### config.mk
export PLATFORM = sky130hd
export DESIGN_NAME = ifq_prefetch
export DESIGN_NICKNAME = d
export VERILOG_FILES = /design/src/rtl/ifq_pkg.sv /design/src/rtl/ifq_slots.sv /design/src/rtl/ifq_fetch.sv /design/src/rtl/ifq_prefetch.sv
export SDC_FILE = /design/constraint.sdc
export NUM_CORES = 1
export LEC_CHECK = 0
export BUFFER_PORTS_ARGS = -buffer_cell sky130_fd_sc_hd__buf_2
export CAP_MARGIN = 20
export CORE_MARGIN = 3
export CORE_UTILIZATION = 40
export CTS_BUF_LIST = sky130_fd_sc_hd__clkbuf_16
export DETAILED_ROUTE_END_ITERATION = 10
export SLEW_MARGIN = 0
export SYNTH_ARGS = -nofsm -noshare
export SYNTH_HDL_FRONTEND = slang
export SYNTH_HIERARCHICAL = 1
export SYNTH_SLANG_ARGS = --single-unit
### constraint.sdc
create_clock -name clk -period 6.1 [get_ports clk]
set_input_delay 0.305 -clock clk [delete_from_list [all_inputs] [get_ports clk]]
set_output_delay 0.305 -clock clk [all_outputs]
set_load 0.01 [all_outputs]
### src/rtl/ifq_pkg.sv
package ifq_pkg;

   typedef enum logic [1:0] {
      QS_IDLE  = 2'b00,
      QS_FIRST = 2'b01,
      QS_FLUSH = 2'b10,
      QS_NEXT  = 2'b11
   } qstat_e;

endpackage

### src/rtl/ifq_slots.sv
module ifq_slots #(
   parameter int DEPTH = 6,
   localparam int CNT_W = $clog2(DEPTH + 1)
) (
   input  logic             clk,
   input  logic             rst_n,
   input  logic             flush,
   input  logic             pop_ok,
   input  logic [1:0]       push_n,
   input  logic [7:0]       push_b0,
   input  logic [7:0]       push_b1,
   output logic [7:0]       head,
   output logic [CNT_W-1:0] count
);

   logic [7:0] slot_w [DEPTH];
   logic [CNT_W:0] wpos;

   assign wpos = {1'b0, count} - {{CNT_W{1'b0}}, pop_ok};

   for (genvar i = 0; i < DEPTH; i++) begin : g_slot
      logic [7:0] q;
      logic [7:0] shifted;
      if (i == DEPTH - 1) begin : g_last
         assign shifted = q;
      end else begin : g_mid
         assign shifted = pop_ok ? slot_w[i+1] : q;
      end
      always_ff @(posedge clk or negedge rst_n) begin
         if (!rst_n)
            q <= '0;
         else if (push_n != 2'd0 && int'(wpos) == i)
            q <= push_b0;
         else if (push_n == 2'd2 && int'(wpos) + 1 == i)
            q <= push_b1;
         else
            q <= shifted;
      end
      assign slot_w[i] = q;
   end

   always_ff @(posedge clk or negedge rst_n) begin
      if (!rst_n)
         count <= '0;
      else if (flush)
         count <= '0;
      else
         count <= CNT_W'(wpos + {{(CNT_W-1){1'b0}}, push_n});
   end

   assign head = slot_w[0];

   assert_no_overflow_R1: assert property (@(posedge clk) disable iff (!rst_n)
      count <= CNT_W'(DEPTH));

endmodule

### src/rtl/ifq_fetch.sv
module ifq_fetch #(
   parameter int DEPTH     = 6,
   parameter int OFS_W     = 16,
   parameter int SEG_W     = 16,
   parameter int SEG_SHIFT = 4,
   parameter int ADDR_W    = 20,
   localparam int CNT_W    = $clog2(DEPTH + 1)
) (
   input  logic              clk,
   input  logic              rst_n,
   input  logic              branch,
   input  logic [OFS_W-1:0]  branch_ofs,
   input  logic [SEG_W-1:0]  code_seg,
   input  logic              opnd_req,
   input  logic [CNT_W-1:0]  count,
   input  logic              fetch_gnt,
   input  logic              fetch_done,
   input  logic [15:0]       fetch_word,
   output logic              fetch_req,
   output logic [ADDR_W-1:0] fetch_addr,
   output logic [1:0]        push_n,
   output logic [7:0]        push_b0,
   output logic [7:0]        push_b1
);

   logic [OFS_W-1:0] offset;
   logic busy, stale, accept;

   assign fetch_req = !busy && !opnd_req && !branch && (count <= CNT_W'(DEPTH - 2));
   assign accept    = fetch_done && busy && !stale && !branch;
   assign push_n    = accept ? (offset[0] ? 2'd1 : 2'd2) : 2'd0;
   assign push_b0   = offset[0] ? fetch_word[15:8] : fetch_word[7:0];
   assign push_b1   = fetch_word[15:8];

   assign fetch_addr = (ADDR_W'(code_seg) << SEG_SHIFT) + ADDR_W'(offset);

   always_ff @(posedge clk or negedge rst_n) begin
      if (!rst_n) begin
         busy  <= 1'b0;
         stale <= 1'b0;
      end else if (fetch_done) begin
         busy  <= 1'b0;
         stale <= 1'b0;
      end else if (fetch_gnt && fetch_req) begin
         busy  <= 1'b1;
      end else if (branch && busy) begin
         stale <= 1'b1;
      end
   end

   always_ff @(posedge clk or negedge rst_n) begin
      if (!rst_n)
         offset <= '0;
      else if (branch)
         offset <= branch_ofs;
      else if (accept)
         offset <= offset + (offset[0] ? OFS_W'(1) : OFS_W'(2));
   end

   assert_single_outstanding_R2: assert property (@(posedge clk) disable iff (!rst_n)
      (fetch_gnt && fetch_req) |=> !fetch_req);
   assert_gnt_legal_R2: assert property (@(posedge clk) disable iff (!rst_n)
      fetch_gnt |-> fetch_req);
   assert_done_legal_R8: assert property (@(posedge clk) disable iff (!rst_n)
      fetch_done |-> busy);
   assert_odd_realign_R9: assert property (@(posedge clk) disable iff (!rst_n)
      (push_n == 2'd1) |=> !fetch_addr[0]);

endmodule

### src/rtl/ifq_prefetch.sv
module ifq_prefetch #(
   parameter int DEPTH     = 6,
   parameter int OFS_W     = 16,
   parameter int SEG_W     = 16,
   parameter int SEG_SHIFT = 4,
   parameter int ADDR_W    = 20
) (
   input  logic              clk,
   input  logic              rst_n,
   input  logic [SEG_W-1:0]  code_seg,
   input  logic              branch_req,
   input  logic [OFS_W-1:0]  branch_ofs,
   input  logic              opnd_req,
   output logic              fetch_req,
   output logic [ADDR_W-1:0] fetch_addr,
   input  logic              fetch_gnt,
   input  logic              fetch_done,
   input  logic [15:0]       fetch_word,
   input  logic              take_byte,
   input  logic              take_first,
   output logic              byte_valid,
   output logic [7:0]        byte_out,
   output logic [1:0]        q_status
);
   import ifq_pkg::*;

   localparam int CNT_W = $clog2(DEPTH + 1);

   if (DEPTH < 2) begin : g_bad_depth
      $error("ifq_prefetch: DEPTH must hold at least one fetched word");
   end
   if (ADDR_W < OFS_W) begin : g_bad_addr
      $error("ifq_prefetch: ADDR_W must cover the offset");
   end

   logic [CNT_W-1:0] count;
   logic [1:0] push_n;
   logic [7:0] push_b0, push_b1;
   logic pop_ok;
   qstat_e status_q;

   assign byte_valid = (count != '0);
   assign pop_ok     = take_byte && byte_valid && !branch_req;

   ifq_fetch #(
      .DEPTH(DEPTH), .OFS_W(OFS_W), .SEG_W(SEG_W),
      .SEG_SHIFT(SEG_SHIFT), .ADDR_W(ADDR_W)
   ) u_fetch (
      .clk(clk), .rst_n(rst_n), .branch(branch_req), .branch_ofs(branch_ofs),
      .code_seg(code_seg), .opnd_req(opnd_req), .count(count),
      .fetch_gnt(fetch_gnt), .fetch_done(fetch_done), .fetch_word(fetch_word),
      .fetch_req(fetch_req), .fetch_addr(fetch_addr),
      .push_n(push_n), .push_b0(push_b0), .push_b1(push_b1)
   );

   ifq_slots #(.DEPTH(DEPTH)) u_slots (
      .clk(clk), .rst_n(rst_n), .flush(branch_req), .pop_ok(pop_ok),
      .push_n(push_n), .push_b0(push_b0), .push_b1(push_b1),
      .head(byte_out), .count(count)
   );

   always_ff @(posedge clk or negedge rst_n) begin
      if (!rst_n)
         status_q <= QS_IDLE;
      else if (branch_req)
         status_q <= QS_FLUSH;
      else if (pop_ok)
         status_q <= take_first ? QS_FIRST : QS_NEXT;
      else
         status_q <= QS_IDLE;
   end

   assign q_status = status_q;

   assert_flush_empties_R5: assert property (@(posedge clk) disable iff (!rst_n)
      branch_req |=> !byte_valid);
   assert_flush_status_R7: assert property (@(posedge clk) disable iff (!rst_n)
      branch_req |=> (q_status == 2'b10));
   assert_empty_take_R4: assert property (@(posedge clk) disable iff (!rst_n)
      (take_byte && !byte_valid && !branch_req) |=> (q_status == 2'b00));
   assert_stale_drop_R8: assert property (@(posedge clk) disable iff (!rst_n)
      (fetch_done && branch_req) |=> (count == '0));

endmodule

After elaboration in Yosys (flattened, before gate mapping)
Index checks and enable logic that the tools add are counted.
{ "op_classes": {"n_addsub": 5, "order_cmp": 1, "n_eq_ne": 12, "mux": 32, "n_reduce_logical": 40} }
{ "op_table": {"columns": ["op", "n"], "rows": [
  ["8-bit 2-to-1 mux", 18],
  ["32-bit by 3-bit == test with 1-bit output, second input constant", 2],
  ["32-bit by 4-bit == test with 1-bit output, second input constant", 2],
  ["32-bit by 2-bit == test with 1-bit output, second input constant", 1],
  ["32-bit zero test", 1],
  ["16-bit 2-to-1 mux", 2],
  ["1-bit logical AND", 22],
  ["20-bit by 16-bit adder with 20-bit output", 1],
  ["3-bit nonzero test", 6],
  ["16-bit adder", 1],
  ["2-bit 2-to-1 mux", 6],
  ["2-bit nonzero test", 5],
  ["4-bit by 3-bit == test with 1-bit output, second input constant", 2],
  ["4-bit == test, second input constant", 2],
  ["4-bit by 1-bit adder with 5-bit output, second input constant", 1],
  ["1-bit 2-to-1 mux", 5],
  ["4-bit by 2-bit == test with 1-bit output, second input constant", 1],
  ["1-bit zero test", 4],
  ["4-bit zero test", 1],
  ["3-bit by 1-bit subtractor with 4-bit output", 1],
  ["3-bit by 2-bit adder with 3-bit output", 1],
  ["3-bit <= comparator, second input constant", 1],
  ["3-bit 2-to-1 mux", 1],
  ["2-bit == test, second input constant", 1],
  ["2 further kinds", 2]
]} }
{ "word_totals": {"output_inout_bits": 32, "ff_bits": 71} }

Longest topological paths before layout
Gate-level depths: netlist of run 1.
{ "depth": {"word_depth": 9, "ltp_mapped": 11, "mapped_depth_nobuf": 9} }

Hierarchy
The synthesis of run 1 kept the hierarchy.
{ "modules_own_cells": {"columns": ["mod", "area_each_um2", "instances", "cells_each"], "rows": [
  ["ifq_slots", 3652.3, 1, 423],
  ["ifq_fetch", 1799.2, 1, 210],
  ["ifq_prefetch", 83.8, 1, 6]
]} }

Least setup slack after synthesis of run 1
Ideal clock, no wire load.
{ "synth_path": {"path_type": "flip-flop to flip-flop", "start": "register u_slots.count[1]", "end": "register u_slots.g_slot[3].q[5]", "synth_period_minus_slack_ps": 2909, "stages_incl_launch_ff": 12, "arrival_time_ps": 2783, "setup_time_ps": 126, "slack_ps": 3191, "path_cell_list": "dfrtp_1 > or3_4 > and3b_2 > ha_1 > buf_2 > or3b_1 > clkbuf_1 > a31o_2 > buf_6 > nand2_4 > a21oi_2 > o32a_1"} }
{ "synth_via": {"elab_chain_cells": 9} }
{ "synth_rtl": {"columns": ["item", "line_no", "source"], "rows": [
  ["from (decl)", "ifq_slots.sv:13", "output logic [CNT_W-1:0] count"],
  ["from (signal assigned)", "ifq_slots.sv:48", "count <= CNT_W'(wpos + {{(CNT_W-1){1'b0}}, push_n});"],
  ["3-bit nonzero test *", "ifq_prefetch.sv:42", "assign byte_valid = (count != '0);"],
  ["named net byte_valid", "ifq_prefetch.sv:21", "output logic byte_valid,"],
  ["1-bit logical AND * (2 in a row)", "ifq_prefetch.sv:43", "assign pop_ok = take_byte && byte_valid && !branch_req;"],
  ["named net pop_ok", "ifq_prefetch.sv:39", "logic pop_ok;"],
  ["3-bit by 1-bit subtractor with 4-bit output", "ifq_slots.sv:19", "assign wpos = {1'b0, count} - {{CNT_W{1'b0}}, pop_ok};"],
  ["4-bit by 1-bit adder with 5-bit output", "ifq_slots.sv:34", "else if (push_n == 2'd2 && int'(wpos) + 1 == i)"],
  ["32-bit by 3-bit == test with 1-bit output", "ifq_slots.sv:34", null],
  ["1-bit logical AND", "ifq_slots.sv:34", null],
  ["8-bit 2-to-1 mux", "ifq_slots.sv:34", null],
  ["8-bit 2-to-1 mux", "ifq_slots.sv:32", "else if (push_n != 2'd0 && int'(wpos) == i)"],
  ["to (signal assigned)", "ifq_slots.sv:33", "q <= push_b0;"],
  ["to (signal assigned)", "ifq_slots.sv:35", "q <= push_b1;"],
  ["to (signal assigned)", "ifq_slots.sv:37", "q <= shifted;"],
  ["to (decl)", "ifq_slots.sv:22", "logic [7:0] q;"]
]} }
The timed path passes the listed nets; every way through them passes the cells marked *.
A chain may end at the register's enable or synchronous reset.

Worst setup path in the final report of run 1
{ "layout_path": {"start": "register u_slots.count[1]", "end": "register u_slots.g_slot[3].q[2]"} }
{ "layout_via": {"elab_chain_cells": 9} }
{ "layout_rtl": {"columns": ["item", "line_no"], "rows": [
  ["3-bit nonzero test *", "ifq_prefetch.sv:42"],
  ["1-bit logical AND * (2 in a row)", "ifq_prefetch.sv:43"],
  ["named net pop_ok", "ifq_prefetch.sv:39"],
  ["3-bit by 1-bit subtractor with 4-bit output", "ifq_slots.sv:19"],
  ["4-bit by 1-bit adder with 5-bit output", "ifq_slots.sv:34"],
  ["32-bit by 3-bit == test with 1-bit output", "ifq_slots.sv:34"],
  ["1-bit logical AND", "ifq_slots.sv:34"],
  ["8-bit 2-to-1 mux", "ifq_slots.sv:34"],
  ["8-bit 2-to-1 mux", "ifq_slots.sv:32"]
]} }
Marks and branches as above.

==> impl_metrics.json, run 1 <==
{
  "area_growth_pct": 12.7,
  "synth.top_cell.area_share_pct": 32.1,
  "postPlaceCellArea_um2": 5960,
  "die_width_um": 124,
  "min_period_ps": 3670,
  "die_y_um": 124,
  "reg2reg_from": "u_slots/count[1]",
  "cp-startpoint": "u_slots/count[1]",
  "rows": 42,
  "holdBufCountCts": 0,
  "synth_warnings": 6,
  "synth_most_common_cell": "nand2_1",
  "pre_cts_ws_ps": 2440,
  "clk_pin_slew_ps": 60,
  "final_cell_count_no_fill": 873,
  "hpwl_um": 11200,
  "yosys.area.top_type": "dfrtp_1",
  "start_util_pct": 41.3,
  "fin_nets": 767,
  "yosysSeqAreaShare_pct": 32.1,
  "wirelength_um": 15500,
  "slew_headroom_pct": 35.9,
  "cp.buffers_inverters": 2,
  "grt_max_degree": 74,
  "fmax_mhz": 273,
  "cellPowerDensity_nw_per_um2": 292,
  "drt-pass1-iter-count": 5,
  "drive_gt1_share_pct": 21.4,
  "leakagePower_uw": 0.00264,
  "ant_nets": 0,
  "ioPinCount": 88,
  "wl_per_cell_um": 17.7,
  "syn_inst": 639,
  "place.gp.congestion": 0.893,
  "crit_arrival_ps": 3880,
  "synth_commonest_cells": "95 x nand2_1, 71 x dfrtp_1, 49 x o21ai_0",
  "vias": 5044,
  "crit_family": "compound AO/OA/AOI/OAI gates",
  "post-place-cells": 857,
  "hold_path_class": "in -> async",
  "via_per_inst": 5.78,
  "path_class": "reg -> reg",
  "finalHoldViolations": 0,
  "syn_area_um2": 5540,
  "status": "finished, final reports clean",
  "grt_pass1_wl_um": 24500,
  "worstSetupEndpointType": "flop",
  "slew_viol_final": 0,
  "antenna_found_initial": 0,
  "clock_sinks": 71,
  "h-tree-depth": 3,
  "crit_required_ps": 6310,
  "synth_cell_types": 77,
  "clk_path_buf_depth": 2,
  "die_area_um2": 15300,
  "setup_viol": 0,
  "synth.avg_cell_area_um2": 8.66,
  "drtIter0Drc": 441,
  "cts_root_buf": "clkbuf_16",
  "finClkSkew_ps": 6.28,
  "ir_worst_vdd_mv": 0.145,
  "maxCapViolCount": 0,
  "tns_ps": 0,
  "start_kind": "flop",
  "synth_edf_count": 0,
  "fin_area_um2": 6240,
  "ys.flop_type": "dfrtp_1",
  "insertion_delay_ps": 330,
  "grt_util_all_layers_pct": 20.4,
  "fp.coreArea_um2": 13400,
  "worstPathCellList": "or3_4 -> and3b_2 -> ha_1 -> xnor2_1 -> buf_4 -> inv_1 -> a41o_1 -> nand2_1 -> o32a_1",
  "cts_tree": "done",
  "cts_setup_buffers": 0,
  "portBuffers": 87,
  "ys_ff_latch": 71,
  "grt_pass1_vias": 4594,
  "crit_path_max_incr_delay_ps": 670,
  "crit_path_max_fanout": 17,
  "synthArstFlopShare_pct": 100,
  "worst_pin_slew_ps": 958,
  "fin_ws_ps": 2430,
  "drc_errors": 0,
  "finalCritPeriodShare_pct": 60.1,
  "cts_resized": 0,
  "rsz0062_at_grt": "no",
  "syn-num-nets": 714,
  "worst_path_max_delay_cell": "a41o_1",
  "diodes": 0,
  "numCtsBuffers": 9,
  "synth_area_leaders": "dfrtp_1 32%, mux2i_1 6.7%, nand2_1 6.4%, o21ai_0 4.4%, ha_1 3.8%",
  "grt_overflow": 0
}
final timing paths:
path / slack (ps) / endpoint / cells after the start
setup reg to reg: 2430 / u_slots/g_slot[3].q[2] / 9
hold / removal: 100 / u_slots/head[6] / 1
max in group asynchronous: 5370 / u_slots/g_slot[4].q[2] / 1
hold reg to reg: 490 / u_fetch/stale / 2
setup / recovery: 2430 / u_slots/g_slot[3].q[2] / 9
min in group clk: 170 / u_fetch/stale / 2
layer usage:
| layer | vias to the layer above | share of wire, % | routed length, um | track usage [%] |
|---|---|---|---|---|
| li1 | 2426 | - | - | - |
| met1 | 2402 | 45 | 7000 | 28.7 |
| met2 | 196 | 46 | 7130 | 31.4 |
| met3 | 20 | 7.0 | 1080 | 4.50 |
| met4 | 0 | 1.8 | 274 | 5.81 |
| met5 | - | 0 | 0 | 0 |
layout make-up:
class | instances | area [um2]
Fill cell | 1354 | 7160
Inverter | 9 | 33.8
Sequential cell | 71 | 1780
Timing Repair Buffer | 92 | 475
Tap cell | 176 | 220
Clock inverter | 7 | 56.3
Clock buffer | 9 | 225
Multi-Input combinational cell | 509 | 3450
worst register-to-register path: cells and delay by family (launching register included):
family	cells	cell delay, ps
XOR/XNOR	1	160
AO/OA/AOI/OAI	2	980
adder cells (fa/ha/maj)	1	370
buffers and inverters	2	590
flip-flops	1	490
AND/OR/NAND/NOR	3	950
logic make-up (layout without fill, tap and decap cells):
kind of cell	count (synthesis)	after routing	share of synthesized area, %
and+or+nand+nor	242	242	22.7
AOI/OAI and AO/OA	164	164	20.1
DFF	71	71	32.1
buffers and inverters	59	117	5.61
muxes	53	53	9.95
xor gates and xnor gates	31	31	4.91
adders and majority gates	19	19	4.57
state kept, by name, summed over array words and instances, names as in the netlist:
signal and cells:
u_slots/head 8, u_fetch/offset 16, u_fetch/stale 1, u_slots/g_slot.q 40
u_slots/count 3, u_fetch/busy 1, q_status 2
per-stage QoR:
stage / hold WS, ps / power [uW] / utilization (%)
final: 101 / 1820 / 46.6
after floorplan: 9.41 / 1120 / -
after global routing: 183 / 1940 / 46.6
after detailed placement: 476 / 1310 / 44.5
after global placement: 473 / 1300 / 44.5
after CTS: 155 / 1830 / 46.6
placed cells by master, fill, tap and decap left out, types with 10 or more instances in the layout:
cell      count
nor3_1       24
nand2b_1     17
nand3_1      19
mux2i_1      37
ha_1         16
buf_2        86
o31ai_1      10
dfrtp_1      71
or3_1        20
xnor2_1      22
o22ai_1      18
mux2_2       16
o21ai_0      49
a21oi_1      24
inv_1        11
nor2_1       24
nand2_1      95
report_power, final:
| group | switching, uW | leakage, uW | internal, uW |
|---|---|---|---|
| Clock | 200 | 0.000149 | 310 |
| Sequential | 114 | 0.000908 | 599 |
| Combinational | 324 | 0.00158 | 272 |
| Total | 638 | 0.00264 | 1180 |
Note: power is estimated with default switching activity, not from simulation.
==> run 2: changes to the inputs <==
Clock period 6.1 ns to 3.2 ns, I/O delays scaled along.
==> run 2 against run 1 <==
  * Count of clock-buffer cells in the layout did not move
  * Combinational power grew 98%
  * Critical path depth shrank 1
  * Sequential share of layout area shrank 0.78 points
  * Largest power group unchanged
  * Worst setup slack worse by 2200 ps
  * Design area increased by 2.8%
  * Sequential cell count is the same
  * The run now ends with hold timing left
  * Global-route usage grew 0.85 points
  * Sequential power grew 89%
  * Via count decreased by 0.54%
==> impl_metrics.json, run 2 (same netlist as run 1, synthesis figures left out) <==
{
  "status": "complete, but fails checks",
  "violations": "hold timing",
  "fp.coreArea_um2": 13400,
  "antenna_found_initial": 0,
  "crit_path_max_incr_delay_ps": 640,
  "drt-pass1-iter-count": 5,
  "h-tree-depth": 3,
  "path_class": "reg -> reg",
  "grt_pass1_vias": 4872,
  "place.gp.congestion": 0.902,
  "wirelength_um": 15900,
  "tns_ps": 0,
  "swShare_pct": 35.0,
  "die_width_um": 124,
  "ir_worst_vdd_mv": 0.240,
  "cts_tree": "done",
  "numCtsBuffers": 9,
  "cp.buffers_inverters": 1,
  "net-switching-power_uw": 1220,
  "holdBufCountCts": 0,
  "via_per_inst": 5.59,
  "p_comb_share_pct": 33.7,
  "cellPowerDensity_nw_per_um2": 545,
  "fin_area_um2": 6410,
  "grt_max_degree": 72,
  "finClkSkew_ps": 9.51,
  "worstSetupEndpointType": "flop",
  "crit_arrival_ps": 3210,
  "grt_overflow": 0,
  "use_met3_pct": 3.50,
  "rows": 42,
  "drtIter0Drc": 453,
  "hold_path_class": "in -> async",
  "wl_per_cell_um": 17.7,
  "crit_path_max_fanout": 16,
  "ioPinCount": 88,
  "ant_nets": 0,
  "min_period_ps": 2970,
  "p_clk_share_pct": 27.7,
  "final_cell_mix": "95 x nand2_1, 86 x buf_2, 71 x dfrtp_1",
  "top_register": "u_slots/g_slot.q",
  "worstPathCellList": "or3_4 -> and3b_2 -> ha_1 -> xnor2_1 -> inv_1 -> a41o_1 -> o21ai_0 -> o32ai_2",
  "grt_pass1_wl_um": 25400,
  "drive_gt1_share_pct": 23.8,
  "cts_setup_buffers": 0,
  "postPlaceCellArea_um2": 6130,
  "grt_util_all_layers_pct": 21.2,
  "slew_headroom_pct": 38.0,
  "finalCritPeriodShare_pct": 92.7,
  "start_util_pct": 41.3,
  "crit_required_ps": 3450,
  "fin_nets": 790,
  "cts_root_buf": "clkbuf_16",
  "clk_path_buf_depth": 2,
  "hold_slack_ps": -36.5,
  "portBuffers": 87,
  "drc_errors": 0,
  "worst_pin_slew_ps": 930,
  "die_y_um": 124,
  "start_kind": "flop",
  "layout_commonest_cell": "nand2_1",
  "clk_pin_slew_ps": 60,
  "insertion_delay_ps": 340,
  "n_fill_cell": 1288,
  "setup_viol": 0,
  "vias": 5017,
  "slew_viol_final": 0,
  "crit_family": "compound AO/OA/AOI/OAI gates",
  "top_usage_layer": "met2",
  "cts_resized": 0,
  "clock_sinks": 71,
  "area_growth_pct": 15.9,
  "final_cell_count_no_fill": 898,
  "hpwl_um": 11800,
  "maxCapViolCount": 0,
  "post-place-cells": 880,
  "die_area_um2": 15300,
  "met1_usage_pct": 31.1,
  "use_met2_pct": 31.5,
  "rsz0062_at_grt": "no",
  "fmax_mhz": 337,
  "intPower_uw": 2270,
  "largest_reg_flops": 40,
  "seqPwrFrac_pct": 38.6,
  "finalHoldViolations": 55,
  "worst_path_max_delay_cell": "a41o_1",
  "leakagePower_uw": 0.00274
}
==> run 2: path summary, 6_finish.rpt <==
check,from,to,slack (ps),cells after the start
max reg2reg,u_slots/count[0],u_slots/g_slot[3].q[6],230,8
min,rst_n,u_slots/head[3],-40,1
min reg2reg,u_slots/g_slot[1].q[2],u_slots/g_slot[1].q[2],480,2
max,u_slots/count[0],u_slots/g_slot[3].q[6],230,8
min in group clk,fetch_done,u_fetch/busy,30,2
max in group asynchronous,rst_n,u_fetch/offset[13],2620,1
==> run 2: metal layers <==
metal	routed length [um]	part of all wire [%]
met5	0	0
met4	237	1.5
met1	7530	47
met3	1060	6.7
met2	7070	44
==> run 2: area by class of cell <==
class	instances	area [um2]	area share, %
antenna	2	5.00	0.0780
clock buffer	9	225	3.51
clock inverter	7	55.1	0.858
inverter	9	33.8	0.527
multi-input combinational	509	3450	53.8
sequential	71	1780	27.7
tap	176	220	3.43
timing repair buffer	115	648	10.1
==> run 2: worst reg2reg max path, stage by stage, from the launching register on <==
cell	delay, ps
dfrtp_1	380
or3_4	380
and3b_2	240
ha_1	290
xnor2_1	180
inv_1	260
a41o_1	640
o21ai_0	260
o32ai_2	260
==> run 2: per-stage QoR <==
stage	hold slack [ps]	setup slack, ps	util, %	total power [uW]
4_1_cts	7.66	272	47.8	3520
6_report	-36.5	233	47.9	3490
3_5_place_dp	371	293	45.7	2530
3_3_place_gp	353	378	45.7	2500
5_1_grt	41.0	59.6	47.8	3720
2_1_floorplan	-136	291	-	2130
==> run 2: power groups by stage <==
| stage | logic (uW) | clock network (uW) | registers, uW |
|---|---|---|---|
| 2_1_floorplan | 814 | 0 | 1320 |
| 3_3_place_gp | 1150 | 0 | 1350 |
| 5_1_grt | 1320 | 1030 | 1380 |
| 3_5_place_dp | 1180 | 0 | 1360 |
| 6_report | 1180 | 968 | 1350 |
| 4_1_cts | 1180 | 996 | 1340 |
==> run 3: changes to the inputs <==
Settings changed: REMOVE_ABC_BUFFERS from default to 1.
==> run 3 against run 2 <==
  * The run now ends clean
  * Global-route usage rose by 0.15 points
  * Worst hold slack better by 62 ps
  * First-iteration DRC count shrank 6.8%
  * Non-clock buffer count up 7
  * Worst setup slack gained 1.2 ps
  * Sequential power about the same
  * Sequential cell count stayed put
  * Sequential share of layout area fell by 0.36 points
  * Count of clock-buffer cells in the layout did not move
  * Design area is 1.3% higher
  * Total power grew 0.84%
  * Die area is the same
  * Critical path type unchanged
  * Largest cell class unchanged
  * Largest power group unchanged
==> impl_metrics.json, run 3 (same netlist as run 1, synthesis figures left out) <==
{
  "cts_setup_buffers": 0,
  "n_fill_cell": 1326,
  "ff_latch_area_um2": 1780,
  "clk_path_buf_depth": 2,
  "wl_per_cell_um": 17.8,
  "setup_viol": 0,
  "grt_max_degree": 72,
  "die_area_um2": 15300,
  "fin_ws_ps": 235,
  "h-tree-depth": 3,
  "portBuffers": 87,
  "path_class": "reg -> reg",
  "vias": 5179,
  "fp.coreArea_um2": 13400,
  "layout_commonest_cell": "nand2_1",
  "slew_headroom_pct": 36.5,
  "slew_viol_final": 0,
  "drtIter0Drc": 422,
  "start_util_pct": 41.3,
  "ioPinCount": 88,
  "diodes": 0,
  "crit_family": "compound AO/OA/AOI/OAI gates",
  "maxCapViolCount": 0,
  "grt_pass1_wl_um": 25500,
  "net-switching-power_uw": 1230,
  "holdBufCountCts": 2,
  "pre_cts_ws_ps": 280,
  "clock_sinks": 71,
  "status": "finished, final reports clean",
  "hold_path_class": "in -> reg",
  "start_kind": "flop",
  "drt-pass1-iter-count": 5,
  "drive_gt1_share_pct": 24.5,
  "worst_path_max_delay_cell": "a41o_1",
  "worstSetupEndpointType": "flop",
  "postPlaceCellArea_um2": 6190,
  "hpwl_um": 11600,
  "seqPwrFrac_pct": 38.0,
  "die_y_um": 124,
  "fin_nets": 797,
  "multi_input_area_um2": 3450,
  "wirelength_um": 16000,
  "swShare_pct": 35.0,
  "cts_resized": 0,
  "fmax_mhz": 337,
  "die_width_um": 124,
  "top_register": "u_slots/g_slot.q",
  "p_comb_share_pct": 34.0,
  "finalHoldViolations": 0,
  "p_clk_share_pct": 28.0,
  "rows": 42,
  "antenna_found_initial": 0,
  "cts_root_buf": "clkbuf_16",
  "numCtsBuffers": 9,
  "crit_arrival_ps": 3190,
  "rsz0062_at_grt": "no",
  "final_cell_mix": "95 x nand2_1, 87 x buf_2, 71 x dfrtp_1",
  "grt_overflow": 0,
  "crit_required_ps": 3420,
  "intPower_uw": 2290,
  "grt_util_all_layers_pct": 21.4,
  "ir_worst_vdd_mv": 0.275,
  "place.gp.congestion": 0.881,
  "fin_area_um2": 6500,
  "ant_nets": 0,
  "insertion_delay_ps": 340,
  "drc_errors": 0,
  "min_period_ps": 2970,
  "clk_pin_slew_ps": 60,
  "worstPathCellList": "or3_4 -> and3b_2 -> ha_1 -> xnor2_1 -> inv_1 -> a41o_1 -> nand2_1 -> o32a_1",
  "via_per_inst": 5.74,
  "worst_pin_slew_ps": 945,
  "cts_tree": "done",
  "cp.buffers_inverters": 1,
  "leakagePower_uw": 0.00279,
  "crit_path_max_incr_delay_ps": 670,
  "grt_pass1_vias": 5019,
  "largest_reg_flops": 40,
  "cellPowerDensity_nw_per_um2": 542,
  "crit_path_max_fanout": 16,
  "area_growth_pct": 17.4,
  "finalCritPeriodShare_pct": 92.7,
  "finClkSkew_ps": 4.91,
  "fin_util_pct": 48.5
}
-- run 3: worst paths after layout --
check | startpoint | end | slack (ps) | cells after the start
max in group asynchronous | rst_n | u_slots/g_slot[4].q[0] | 2490 | 3
hold reg to reg | u_slots/g_slot[1].q[2] | u_slots/g_slot[1].q[2] | 480 | 2
min in group asynchronous | rst_n | q_status[1] | 350 | 3
setup / recovery | u_slots/count[0] | u_slots/g_slot[3].q[0] | 230 | 8
hold / removal | branch_ofs[2] | u_fetch/offset[2] | 30 | 3
setup reg to reg | u_slots/count[0] | u_slots/g_slot[3].q[0] | 230 | 8
-- run 3: cell type report --
type                       count  share of cell area, %
clock buffer                   9                   3.47
multi-input combinational    509                   53.1
clock inverter                 7                  0.982
tap                          176                   3.39
sequential                    71                   27.3
timing repair buffer         122                   11.2
inverter                       9                  0.520
-- run 3: metal layers --
metal	global-route usage [%]	vias up	share of wire, %
met1	28.1	2458	43
met3	4.27	48	6.3
li1	-	2474	-
met4	10.4	0	3.8
met5	0	-	0
met2	33.7	199	46
-- run 3: metrics by stage --
step,TNS [ps],hold slack (ps),instances,power [uW]
after floorplan,-31000,-136,589,2090
after global placement,0,227,885,2500
final,0,25.8,903,3520
after detailed placement,0,226,885,2540
after CTS,0,12.7,903,3550
after global routing,0,22.2,903,3770
-- run 3: power by group through the flow --
| stage | registers, uW | logic (uW) | clock network [uW] |
|---|---|---|---|
| 6_report | 1340 | 1200 | 987 |
| 5_1_grt | 1380 | 1330 | 1060 |
| 4_1_cts | 1340 | 1200 | 1020 |
| 3_5_place_dp | 1350 | 1190 | 0 |
| 3_3_place_gp | 1340 | 1160 | 0 |
| 2_1_floorplan | 1320 | 765 | 0 |
-- run 3: worst register-to-register path, cell delays in order (launching register included) --
cell     delay (ps)
dfrtp_1         400
or3_4           390
and3b_2         260
ha_1            300
xnor2_1         190
inv_1           160
a41o_1          670
nand2_1         160
o32a_1          330
